**src/rtl/adc_seq_pkg.sv**
```systemverilog
package adc_seq_pkg;
  localparam int DEF_CH_N  = 16;
  localparam int DEF_RES_W = 12;

  typedef enum logic [1:0] {
    SRC_NONE   = 2'd0,
    SRC_DIRECT = 2'd1,
    SRC_AUTO   = 2'd2
  } start_src_e;
endpackage

```
**src/rtl/adc_trig_sync.sv**
```systemverilog
module adc_trig_sync (
  input  logic clk_i,
  input  logic rst_ni,
  input  logic trig_ni,
  output logic fall_o
);
  logic s1_q, s2_q;

  always_ff @(posedge clk_i or negedge rst_ni) begin
    if (!rst_ni) begin
      s1_q <= 1'b1;
      s2_q <= 1'b1;
    end else begin
      s1_q <= trig_ni;
      s2_q <= s1_q;
    end
  end

  assign fall_o = s2_q & ~s1_q;
endmodule

```
**src/rtl/adc_scan_pick.sv**
```systemverilog
module adc_scan_pick #(
  parameter int CH_N  = 16,
  parameter int IDX_W = 4
) (
  input  logic [CH_N-1:0]  en_i,
  input  logic [IDX_W-1:0] cur_i,
  output logic [IDX_W-1:0] first_o,
  output logic [IDX_W-1:0] next_o,
  output logic             wrap_o,
  output logic             any_o
);
  // lowest enabled slot overall, and lowest enabled slot above cur_i
  always_comb begin
    first_o = '0;
    any_o   = 1'b0;
    for (int k = CH_N - 1; k >= 0; k--) begin
      if (en_i[k]) begin
        first_o = IDX_W'(k);
        any_o   = 1'b1;
      end
    end
    next_o = first_o;
    wrap_o = 1'b1;
    for (int k = CH_N - 1; k >= 0; k--) begin
      if (en_i[k] && (k > int'(cur_i))) begin
        next_o = IDX_W'(k);
        wrap_o = 1'b0;
      end
    end
  end
endmodule

```
**src/rtl/adc_limit_bank.sv**
```systemverilog
module adc_limit_bank #(
  parameter int CH_N  = 16,
  parameter int RES_W = 12,
  parameter int IDX_W = 4
) (
  input  logic                  clk_i,
  input  logic                  rst_ni,
  input  logic                  wr_i,
  input  logic [IDX_W-1:0]      wr_slot_i,
  input  logic [RES_W-1:0]      wr_val_i,
  input  logic                  wr_signed_i,
  input  logic [CH_N*RES_W-1:0] hi_lim_i,
  input  logic [CH_N*RES_W-1:0] lo_lim_i,
  input  logic [CH_N-1:0]       clr_i,
  input  logic                  rd_i,
  input  logic [IDX_W-1:0]      rd_idx_i,
  output logic [RES_W-1:0]      rd_data_o,
  output logic [CH_N-1:0]       sts_o
);
  logic [RES_W-1:0] res_q [CH_N];
  logic [RES_W-1:0] hi_sel, lo_sel;
  logic             viol;
  logic [CH_N-1:0]  set_vec, sts_q;

  assign hi_sel = hi_lim_i[wr_slot_i*RES_W +: RES_W];
  assign lo_sel = lo_lim_i[wr_slot_i*RES_W +: RES_W];

  always_comb begin
    if (wr_signed_i)
      viol = ($signed(wr_val_i) > $signed(hi_sel)) || ($signed(wr_val_i) < $signed(lo_sel));
    else
      viol = (wr_val_i > hi_sel) || (wr_val_i < lo_sel);
    set_vec = '0;
    if (wr_i && viol) set_vec[wr_slot_i] = 1'b1;
  end

  always_ff @(posedge clk_i or negedge rst_ni) begin
    if (!rst_ni) begin
      for (int k = 0; k < CH_N; k++) res_q[k] <= '0;
      rd_data_o <= '0;
      sts_q     <= '0;
    end else begin
      if (wr_i) res_q[wr_slot_i] <= wr_val_i;
      if (rd_i) rd_data_o <= res_q[rd_idx_i];
      sts_q <= (sts_q & ~clr_i) | set_vec;
    end
  end

  assign sts_o = sts_q;

  // a status bit only rises on an edge that wrote a result
  p_sts_set_by_write_r9: assert property (@(posedge clk_i) disable iff (!rst_ni)
    (|(sts_q & ~$past(sts_q))) |-> $past(wr_i));
endmodule

```
**src/rtl/adc_scan_seq.sv**
```systemverilog
module adc_scan_seq
  import adc_seq_pkg::*;
#(
  parameter int CH_N          = DEF_CH_N,
  parameter int RES_W         = DEF_RES_W,
  parameter int CONV_CYC      = 8,
  parameter int DAV_PULSE_CYC = 4
) (
  input  logic                      clk_i,
  input  logic                      rst_ni,
  input  logic                      mode_auto_i,
  input  logic                      cnvt_ni,
  input  logic [$clog2(CH_N)-1:0]   dir_sel_i,
  input  logic [CH_N-1:0]           ch_en_i,
  input  logic [1:0]                diff_en_i,
  output logic                      conv_start_o,
  output logic [$clog2(CH_N)-1:0]   conv_ch_o,
  output logic                      conv_diff_o,
  input  logic [RES_W-1:0]          adc_data_i,
  input  logic                      rd_en_i,
  input  logic [$clog2(CH_N)-1:0]   rd_ch_i,
  output logic [RES_W-1:0]          rd_data_o,
  input  logic [CH_N*RES_W-1:0]     hi_lim_i,
  input  logic [CH_N*RES_W-1:0]     lo_lim_i,
  input  logic [CH_N-1:0]           alarm_en_i,
  input  logic [CH_N-1:0]           alarm_clr_i,
  output logic [CH_N-1:0]           alarm_sts_o,
  output logic                      dav_no,
  output logic                      alarm_no
);
  localparam int IDX_W = $clog2(CH_N);
  localparam int CNT_W = (CONV_CYC > 1) ? $clog2(CONV_CYC) : 1;
  localparam int PW    = $clog2(DAV_PULSE_CYC + 1);

  logic             trig_fall;
  logic [CH_N-1:0]  slot_en;
  logic [IDX_W-1:0] dir_slot, first_slot, next_slot, start_slot;
  logic             wrap, any_en, last_conv, start_diff;
  start_src_e       src;

  logic             busy_q, auto_q, diff_q, start_q, dav_lvl_q;
  logic [CNT_W-1:0] cnt_q;
  logic [IDX_W-1:0] cur_q;
  logic [PW-1:0]    pulse_q;
  logic [RES_W-1:0] wr_val;

  adc_trig_sync u_trig (
    .clk_i   (clk_i),
    .rst_ni  (rst_ni),
    .trig_ni (cnvt_ni),
    .fall_o  (trig_fall)
  );

  // partner inputs of a merged pair drop out of the scan
  always_comb begin
    slot_en = ch_en_i;
    if (diff_en_i[0]) slot_en[1] = 1'b0;
    if (diff_en_i[1]) slot_en[3] = 1'b0;
    dir_slot = dir_sel_i;
    if (diff_en_i[0] && dir_sel_i == IDX_W'(1)) dir_slot = IDX_W'(0);
    if (diff_en_i[1] && dir_sel_i == IDX_W'(3)) dir_slot = IDX_W'(2);
  end

  adc_scan_pick #(.CH_N(CH_N), .IDX_W(IDX_W)) u_pick (
    .en_i    (slot_en),
    .cur_i   (cur_q),
    .first_o (first_slot),
    .next_o  (next_slot),
    .wrap_o  (wrap),
    .any_o   (any_en)
  );

  assign last_conv = busy_q && (cnt_q == CNT_W'(CONV_CYC - 1));

  always_comb begin
    src        = SRC_NONE;
    start_slot = '0;
    if (last_conv && auto_q && mode_auto_i && any_en) begin
      src        = SRC_AUTO;
      start_slot = next_slot;
    end else if (!busy_q && mode_auto_i && any_en) begin
      src        = SRC_AUTO;
      start_slot = first_slot;
    end else if (!busy_q && !mode_auto_i && trig_fall) begin
      src        = SRC_DIRECT;
      start_slot = dir_slot;
    end
    start_diff = (start_slot == IDX_W'(0) && diff_en_i[0]) ||
                 (start_slot == IDX_W'(2) && diff_en_i[1]);
  end

  // offset binary to two's complement for pairs
  assign wr_val = diff_q ? {~adc_data_i[RES_W-1], adc_data_i[RES_W-2:0]} : adc_data_i;

  always_ff @(posedge clk_i or negedge rst_ni) begin
    if (!rst_ni) begin
      busy_q    <= 1'b0;
      auto_q    <= 1'b0;
      diff_q    <= 1'b0;
      start_q   <= 1'b0;
      cnt_q     <= '0;
      cur_q     <= '0;
      dav_lvl_q <= 1'b0;
      pulse_q   <= '0;
    end else begin
      start_q <= (src != SRC_NONE);
      if (src != SRC_NONE) begin
        busy_q <= 1'b1;
        cnt_q  <= '0;
        cur_q  <= start_slot;
        diff_q <= start_diff;
        auto_q <= (src == SRC_AUTO);
      end else if (last_conv) begin
        busy_q <= 1'b0;
      end else if (busy_q) begin
        cnt_q <= cnt_q + 1'b1;
      end

      if (src == SRC_DIRECT)         dav_lvl_q <= 1'b0;
      else if (last_conv && !auto_q) dav_lvl_q <= 1'b1;
      else if (rd_en_i)              dav_lvl_q <= 1'b0;

      if (last_conv && auto_q && wrap) pulse_q <= PW'(DAV_PULSE_CYC);
      else if (pulse_q != '0)          pulse_q <= pulse_q - 1'b1;
    end
  end

  adc_limit_bank #(.CH_N(CH_N), .RES_W(RES_W), .IDX_W(IDX_W)) u_bank (
    .clk_i       (clk_i),
    .rst_ni      (rst_ni),
    .wr_i        (last_conv),
    .wr_slot_i   (cur_q),
    .wr_val_i    (wr_val),
    .wr_signed_i (diff_q),
    .hi_lim_i    (hi_lim_i),
    .lo_lim_i    (lo_lim_i),
    .clr_i       (alarm_clr_i),
    .rd_i        (rd_en_i),
    .rd_idx_i    (rd_ch_i),
    .rd_data_o   (rd_data_o),
    .sts_o       (alarm_sts_o)
  );

  assign conv_start_o = start_q;
  assign conv_ch_o    = cur_q;
  assign conv_diff_o  = diff_q;
  assign dav_no       = ~(dav_lvl_q | (pulse_q != '0));
  assign alarm_no     = ~|(alarm_sts_o & alarm_en_i);

  p_start_single_r1: assert property (@(posedge clk_i) disable iff (!rst_ni)
    conv_start_o |=> !conv_start_o);

  p_ch_hold_r4: assert property (@(posedge clk_i) disable iff (!rst_ni)
    (busy_q && !conv_start_o) |-> $stable(conv_ch_o));

  p_pick_enabled_r4: assert property (@(posedge clk_i) disable iff (!rst_ni)
    any_en |-> slot_en[next_slot]);

  p_dav_after_write_r3: assert property (@(posedge clk_i) disable iff (!rst_ni)
    $fell(dav_no) |-> $past(last_conv));

  p_diff_slot_r6: assert property (@(posedge clk_i) disable iff (!rst_ni)
    conv_diff_o |-> (conv_ch_o == IDX_W'(0) || conv_ch_o == IDX_W'(2)));
endmodule

```
**config.mk**
```make
export PLATFORM = sky130hd
export DESIGN_NAME = adc_scan_seq
export DESIGN_NICKNAME = d
export VERILOG_FILES = /design/src/rtl/adc_seq_pkg.sv /design/src/rtl/adc_trig_sync.sv /design/src/rtl/adc_scan_pick.sv /design/src/rtl/adc_limit_bank.sv /design/src/rtl/adc_scan_seq.sv
export SDC_FILE = /design/constraint.sdc
export NUM_CORES = 1
export LEC_CHECK = 0
export BUFFER_PORTS_ARGS = -buffer_cell sky130_fd_sc_hd__buf_2
export CAP_MARGIN = 40
export CORE_AREA = 2 2 192 194
export CTS_CLUSTER_SIZE = 24
export DETAILED_ROUTE_END_ITERATION = 7
export DIE_AREA = 0 0 194 196
export PLACE_DENSITY = 0.67
export SLEW_MARGIN = 10
export SYNTH_ARGS = -nofsm -noshare
export SYNTH_HDL_FRONTEND = slang
export SYNTH_SLANG_ARGS = --single-unit
```
**constraint.sdc**
```tcl
create_clock -name clk_i -period 5.1 [get_ports clk_i]
set_input_delay 0.765 -clock clk_i [delete_from_list [all_inputs] [get_ports clk_i]]
set_output_delay 0.765 -clock clk_i [all_outputs]
set_load 0.02 [all_outputs]
```
==> flow_metrics.env, run 1 <==
export IMPL_finalSetupViolCount=0
export IMPL_synth_seq_cells=237
export IMPL_post_route_cells_drive_above_1_share_pct=59.4
export IMPL_endpoint="u_bank.sts_o[13]"
export IMPL_die_h_um=196
export IMPL_finalWeightedCongestion=1.05
export IMPL_synth_nets=1568
export IMPL_vias_per_cell=6.00
export IMPL_area_growth_pct=27.5
export IMPL_n_fill_cell=3179
export IMPL_synth_common_cells="dfrtp_1 (235), mux4_2 (176), mux2_2 (173), inv_1 (68)"
export IMPL_criticalPathCategory="flip-flop to flip-flop"
export IMPL_num_vias=12300
export IMPL_num_rows=70
export IMPL_hold_class="input port to async pin"
export IMPL_die_area_mm2=0.0380
export IMPL_synthDistinctLibCells=57
export IMPL_ys_flop_type="dfrtp_1"
export IMPL_design_area_mm2=0.0186
export IMPL_setup_ws_ns=0.571
export IMPL_drt_first_iter_violations=947
export IMPL_placed_cell_area_mm2=0.0178
export IMPL_cts_max_path_buffers=3
export IMPL_yosys_area_top_type="dfrtp_1"
export IMPL_finalWirelength_um=63000
export IMPL_grt_pass1_wl_um=89800
export IMPL_wl_per_cell_um=30.7
export IMPL_holdWs_ns=0.325
export IMPL_synth_top_area_share_pct=40.2
export IMPL_end_kind="flip-flop"
export IMPL_ys_seq_area_share_pct=40.6
export IMPL_tns_ns=0
export IMPL_fmax_mhz=221
export IMPL_cp_arrival_ns=4.88
export IMPL_syn_area_per_cell_um2=13.5
export IMPL_ant_nets=0
export IMPL_async_reset_ff_share_pct=100
export IMPL_r2r_slack_ns=0.57
export IMPL_dp_slack_ns=0.684
export IMPL_synthMostInstantiatedCell="dfrtp_1"
export IMPL_core_region_area_mm2=0.0361
export IMPL_timing_rr_end="u_bank.sts_o[13]"
export IMPL_timing_slew_headroom_pct=37.4
export IMPL_status="finished clean"
export IMPL_ff2ff_path_depth=13
export IMPL_io_pins=495
export IMPL_fin_crit_sh_pct=88.8
export IMPL_worstMarginPinSlew_ns=0.939
export IMPL_grt_max_degree=123
export IMPL_p_total_mw=8.76
export IMPL_yosys_warnings=0
export IMPL_grt_overflow_total=0
export IMPL_p_leak_nw=8.61
export IMPL_h_tree_depth=1
export IMPL_start_util_pct=40.5
export IMPL_antenna_found_initial=17
export IMPL_portBuffers=494
export IMPL_cts_made_buffers=24
export IMPL_post_cts_resized_instances=0
export IMPL_startpoint="conv_ch_o[1]"
export IMPL_synthCells=1082
export IMPL_slew_viol_final=0
export IMPL_fin_nets=2043
export IMPL_post_cts_setup_buffers=0
export IMPL_synth_edf_count=0
export IMPL_synth_area_mm2=0.0146
export IMPL_grt_util_all_layers_pct=33.0
export IMPL_dp_hpwl_um=51100
export IMPL_cp_required_ns=5.45
export IMPL_crit_path_max_fanout=50
export IMPL_rsz0062_at_grt="no"
export IMPL_cap_viol_max_count=0
export IMPL_drcViolationCount=0
export IMPL_fin_skew_ns=0.0134
export IMPL_first_global_vias=12600
export IMPL_tritoncts="yes"
export IMPL_drt_first_pass_iters=5
export IMPL_cts_sink_count=237
export IMPL_ir_drop_mv=0.273
export IMPL_yosys_top_cells_area="dfrtp_1 (40%), mux4_2 (27%), mux2_2 (13%)"
export IMPL_cts_hold_buffers_added=0
export IMPL_clk_latency_ns=0.52
export IMPL_power_density_mw_per_mm2=470
export IMPL_period_needed_ns=4.53
export IMPL_root_buffer="clkbuf_16"
export IMPL_r2r_start="conv_ch_o[1]"
export IMPL_clk_pin_slew_ns=0.06
export IMPL_hold_viol=0
export IMPL_die_x_um=194
export IMPL_startpoint_type="flip-flop"
[cell usage in the layout, fill, tap and decap left out, types with 16 or more instances in the layout]
cell type  Yosys  routed
buf_2          8     493
dfrtp_1      235     232
mux4_2       176     176
mux2_2       173     173
inv_1         68      67
nand2_1       48      48
nor2_1        55      43
a21oi_1       38      38
o21ai_0       36      36
ha_1          27      27
clkbuf_16      0      24
o22ai_1       19      19
buf_8          1      16
[cells by family (layout without fill, tap and decap cells)]
group / after synthesis / after routing / synth area share [%]
compound gates: 141 / 141 / 6.11
xor+xnor: 2 / 2 / 0.120
fa+ha+maj: 27 / 27 / 2.31
buf+inv: 149 / 640 / 4.08
flops: 237 / 237 / 40.6
mux: 356 / 356 / 41.3
other cells: 0 / 9 / 0
simple gates: 170 / 170 / 5.51
[worst min-delay path by stage]
stage,slack (ns),to,cells past startpoint,from
final,0.32,u_bank.rd_data_o[8],1,rst_ni
after global routing,0.34,u_trig.s1_q,1,cnvt_ni
after CTS,0.34,u_trig.s1_q,1,cnvt_ni
after detailed placement,0.36,u_trig.s2_q,0,u_trig.s1_q
after global placement,0.36,u_trig.s2_q,0,u_trig.s1_q
after floorplan,0.35,u_trig.s2_q,0,u_trig.s1_q
[per-stage QoR]
step / utilization (%) / std cells
final: 51.6 / 2050
after floorplan: - / 1082
after CTS: 51.6 / 2041
after global placement: 48.8 / 1983
after detailed placement: 49.4 / 1999
after global routing: 51.6 / 2047
[sequential cells by signal, indices dropped and copies added (netlist names)]
register and cells:
busy_q 1, conv_start_o 1, pulse_q 3, u_bank.res_q 192, u_trig.s1_q 1, conv_diff_o 1
u_bank.rd_data_o 12, cnt_q 3, conv_ch_o 4, auto_q 1, u_bank.sts_o 16, u_trig.s2_q 1
dav_lvl_q 1
[worst max-delay path: stages, from the launching register on]
cell and delay (ns):
dfrtp_4 0.95, buf_12 0.28, mux4_2 0.32, mux4_2 0.47
inv_1 0.07, ha_1 0.25, a21oi_1 0.16, a21boi_0 0.15
o31a_1 0.30, o21ai_0 0.21, a22oi_1 0.10, mux2i_1 0.12
and4_1 0.71, o22ai_1 0.21
[layer usage]
metal  global-route usage, %  share of wire, %  up-vias
met5                       0             0.094        -
met4                    7.04               2.4       10
met3                    7.22               8.1       85
met2                    52.6                46      637
met1                    46.8                43     6400
li1                        -                 -     5158
[area by class of cell]
type / count / area, µm² / share of cell area (%)
multi-input cells: 696 / 8110 / 43.6
well taps: 468 / 586 / 3.14
repair buffers: 530 / 2930 / 15.7
diodes: 9 / 22.5 / 0.121
clock inverters: 5 / 65.1 / 0.349
inverters: 68 / 255 / 1.37
flip-flops and latches: 237 / 5940 / 31.9
clock buffers: 37 / 709 / 3.81
[report_power, final]
group          internal (mW)  total (mW)  leakage (nW)  switching, mW
clock network           1.01        1.73         0.381          0.719
registers               2.42        2.84          2.98          0.412
logic                   2.17        4.20          5.25           2.03
total                   5.61        8.76          8.61           3.16
No activity file was read; power rests on OpenSTA's default activity.
==> run 2: changes to the inputs <==
--- a/config.mk
+++ b/config.mk
@@ -11,6 +11,7 @@
 export CTS_CLUSTER_SIZE = 24
 export DETAILED_ROUTE_END_ITERATION = 7
 export DIE_AREA = 0 0 194 196
+export MAX_ROUTING_LAYER = met4
 export PLACE_DENSITY = 0.67
 export SLEW_MARGIN = 10
 export SYNTH_ARGS = -nofsm -noshare
==> flow_metrics.env, run 2 (synthesis gave the netlist of run 1 again) <==
export IMPL_finalWirelength_um=63800
export IMPL_netSwitchingFraction_pct=35.9
export IMPL_crit_family="compound AO/OA/AOI/OAI gates"
export IMPL_routed_top_layer="met4"
export IMPL_cp_arrival_ns=4.88
export IMPL_seq_power_share_pct=31.9
export IMPL_ir_drop_mv=0.242
export IMPL_tns_ns=0
export IMPL_cp_slowest_cell="dfrtp_4"
export IMPL_start_util_pct=40.5
export IMPL_rsz0062_at_grt="no"
export IMPL_slew_viol_final=0
export IMPL_finalWeightedCongestion=1.01
export IMPL_die_x_um=194
export IMPL_cts_made_buffers=24
export IMPL_largest_register="u_bank.res_q"
export IMPL_cp_required_ns=5.46
export IMPL_h_tree_depth=1
export IMPL_r2r_start="conv_ch_o[0]"
export IMPL_ant_nets=0
export IMPL_criticalPathCategory="flip-flop to flip-flop"
export IMPL_power_density_mw_per_mm2=474
export IMPL_final_cell_mix="buf_2 (493), dfrtp_1 (232), mux4_2 (176)"
export IMPL_crit_top_cell="mux4_2"
export IMPL_cts_sink_count=237
export IMPL_io_pins=495
export IMPL_routed_wl_met3_um=4790
export IMPL_period_needed_ns=4.52
export IMPL_fin_skew_ns=0.0212
export IMPL_die_h_um=196
export IMPL_path_buf_inv=2
export IMPL_largest_reg_flops=192
export IMPL_timing_rr_end="u_bank.sts_o[12]"
export IMPL_fin_nets=2049
export IMPL_n_fill_cell=3154
export IMPL_drcViolationCount=0
export IMPL_root_buffer="clkbuf_16"
export IMPL_ff2ff_path_depth=13
export IMPL_first_global_vias=12600
export IMPL_clk_pin_slew_ns=0.07
export IMPL_power_switching_mw=3.19
export IMPL_end_kind="flip-flop"
export IMPL_dp_hpwl_um=52100
export IMPL_cts_hold_buffers_added=0
export IMPL_hold_class="input port to async pin"
export IMPL_cts_max_path_buffers=3
export IMPL_portBuffers=494
export IMPL_grt_util_all_layers_pct=34.5
export IMPL_crit_chain="buf_12, mux4_2, mux4_2, inv_1, ha_1, a21oi_1, a21boi_0, o31a_1, o21ai_0, a22oi_1, mux2i_1, and4_1, o22ai_1"
export IMPL_area_growth_pct=28.2
export IMPL_antenna_found_initial=13
export IMPL_num_vias=12200
export IMPL_crit_path_max_fanout=29
export IMPL_comb_power_share_pct=47.8
export IMPL_wl_per_cell_um=31.0
export IMPL_cp_depth=13
export IMPL_grt_overflow_total=0
export IMPL_clk_latency_ns=0.53
export IMPL_status="finished clean"
export IMPL_finalSetupViolCount=0
export IMPL_core_region_area_mm2=0.0361
export IMPL_timing_slew_headroom_pct=39.4
export IMPL_wl_met1_um=28000
export IMPL_wl_met2_um=29100
export IMPL_die_area_mm2=0.0380
export IMPL_r2r_slack_ns=0.58
export IMPL_slowest_delay_ns=0.71
export IMPL_fmax_mhz=221
export IMPL_post_cts_setup_buffers=0
export IMPL_vias_per_cell=5.94
export IMPL_holdWs_ns=0.312
export IMPL_p_int_mw=5.69
export IMPL_fin_crit_sh_pct=88.6
export IMPL_post_route_cells_drive_above_1_share_pct=59.8
export IMPL_drt_first_iter_violations=880
export IMPL_drt_first_pass_iters=5
export IMPL_tritoncts="yes"
export IMPL_worstMarginPinSlew_ns=0.910
export IMPL_post_cts_resized_instances=0
export IMPL_startpoint_type="flip-flop"
export IMPL_p_leak_nw=8.66
export IMPL_grt_max_degree=119
export IMPL_layout_commonest_cell="buf_2"
export IMPL_clkPwrFrac_pct=20.3
export IMPL_cap_viol_max_count=0
export IMPL_hold_viol=0
export IMPL_num_rows=70
export IMPL_grt_pass1_wl_um=90800
## run 2: layout make-up
| type | instances | area [µm²] | share of cell area [%] |
|---|---|---|---|
| multi-input cells | 696 | 8110 | 43.3 |
| flip-flops and latches | 237 | 5940 | 31.7 |
| repair buffers | 536 | 2990 | 15.9 |
| clock buffers | 34 | 698 | 3.73 |
| well taps | 468 | 586 | 3.13 |
| inverters | 68 | 255 | 1.36 |
| clock inverters | 9 | 114 | 0.608 |
| diodes | 13 | 32.5 | 0.174 |
## run 2: power by group through the flow
stage | logic [mW] | registers (mW) | clock network [mW]
after floorplan | 3.02 | 2.71 | 0
after global placement | 4.11 | 2.85 | 0
after detailed placement | 4.23 | 2.86 | 0
after CTS | 4.25 | 2.83 | 1.83
after global routing | 4.58 | 2.90 | 1.90
final | 4.25 | 2.83 | 1.80
## run 2: per-stage QoR
stage               area, µm²  total power, mW  cells  utilization, %  setup slack, ns
floorplan               14600             5.74   1082               -            0.657
global placement        17600             6.96   1988            48.9            0.678
detailed placement      17900             7.09   2005            49.6            0.577
CTS                     18700             8.90   2048            51.8            0.579
global route            18700             9.39   2059            51.9            0.280
finish                  18700             8.89   2061            51.9            0.582
## run 2: worst max-delay path by stage
stage,start,slack (ns),endpoint
after floorplan,conv_ch_o[0],0.66,u_bank.sts_o[12]
after global placement,conv_ch_o[0],0.68,u_bank.sts_o[8]
after detailed placement,conv_ch_o[0],0.58,u_bank.sts_o[12]
after CTS,conv_ch_o[0],0.58,u_bank.sts_o[0]
after global routing,conv_ch_o[0],0.28,u_bank.sts_o[7]
final,conv_ch_o[0],0.58,u_bank.sts_o[12]
## run 2: routing by layer
layer / vias to the layer above / global-route usage [%]
met2: 630 / 52.4
met4: 0 / 9.23
li1: 5161 / -
met5: - / -
met1: 6366 / 47.6
met3: 83 / 6.93
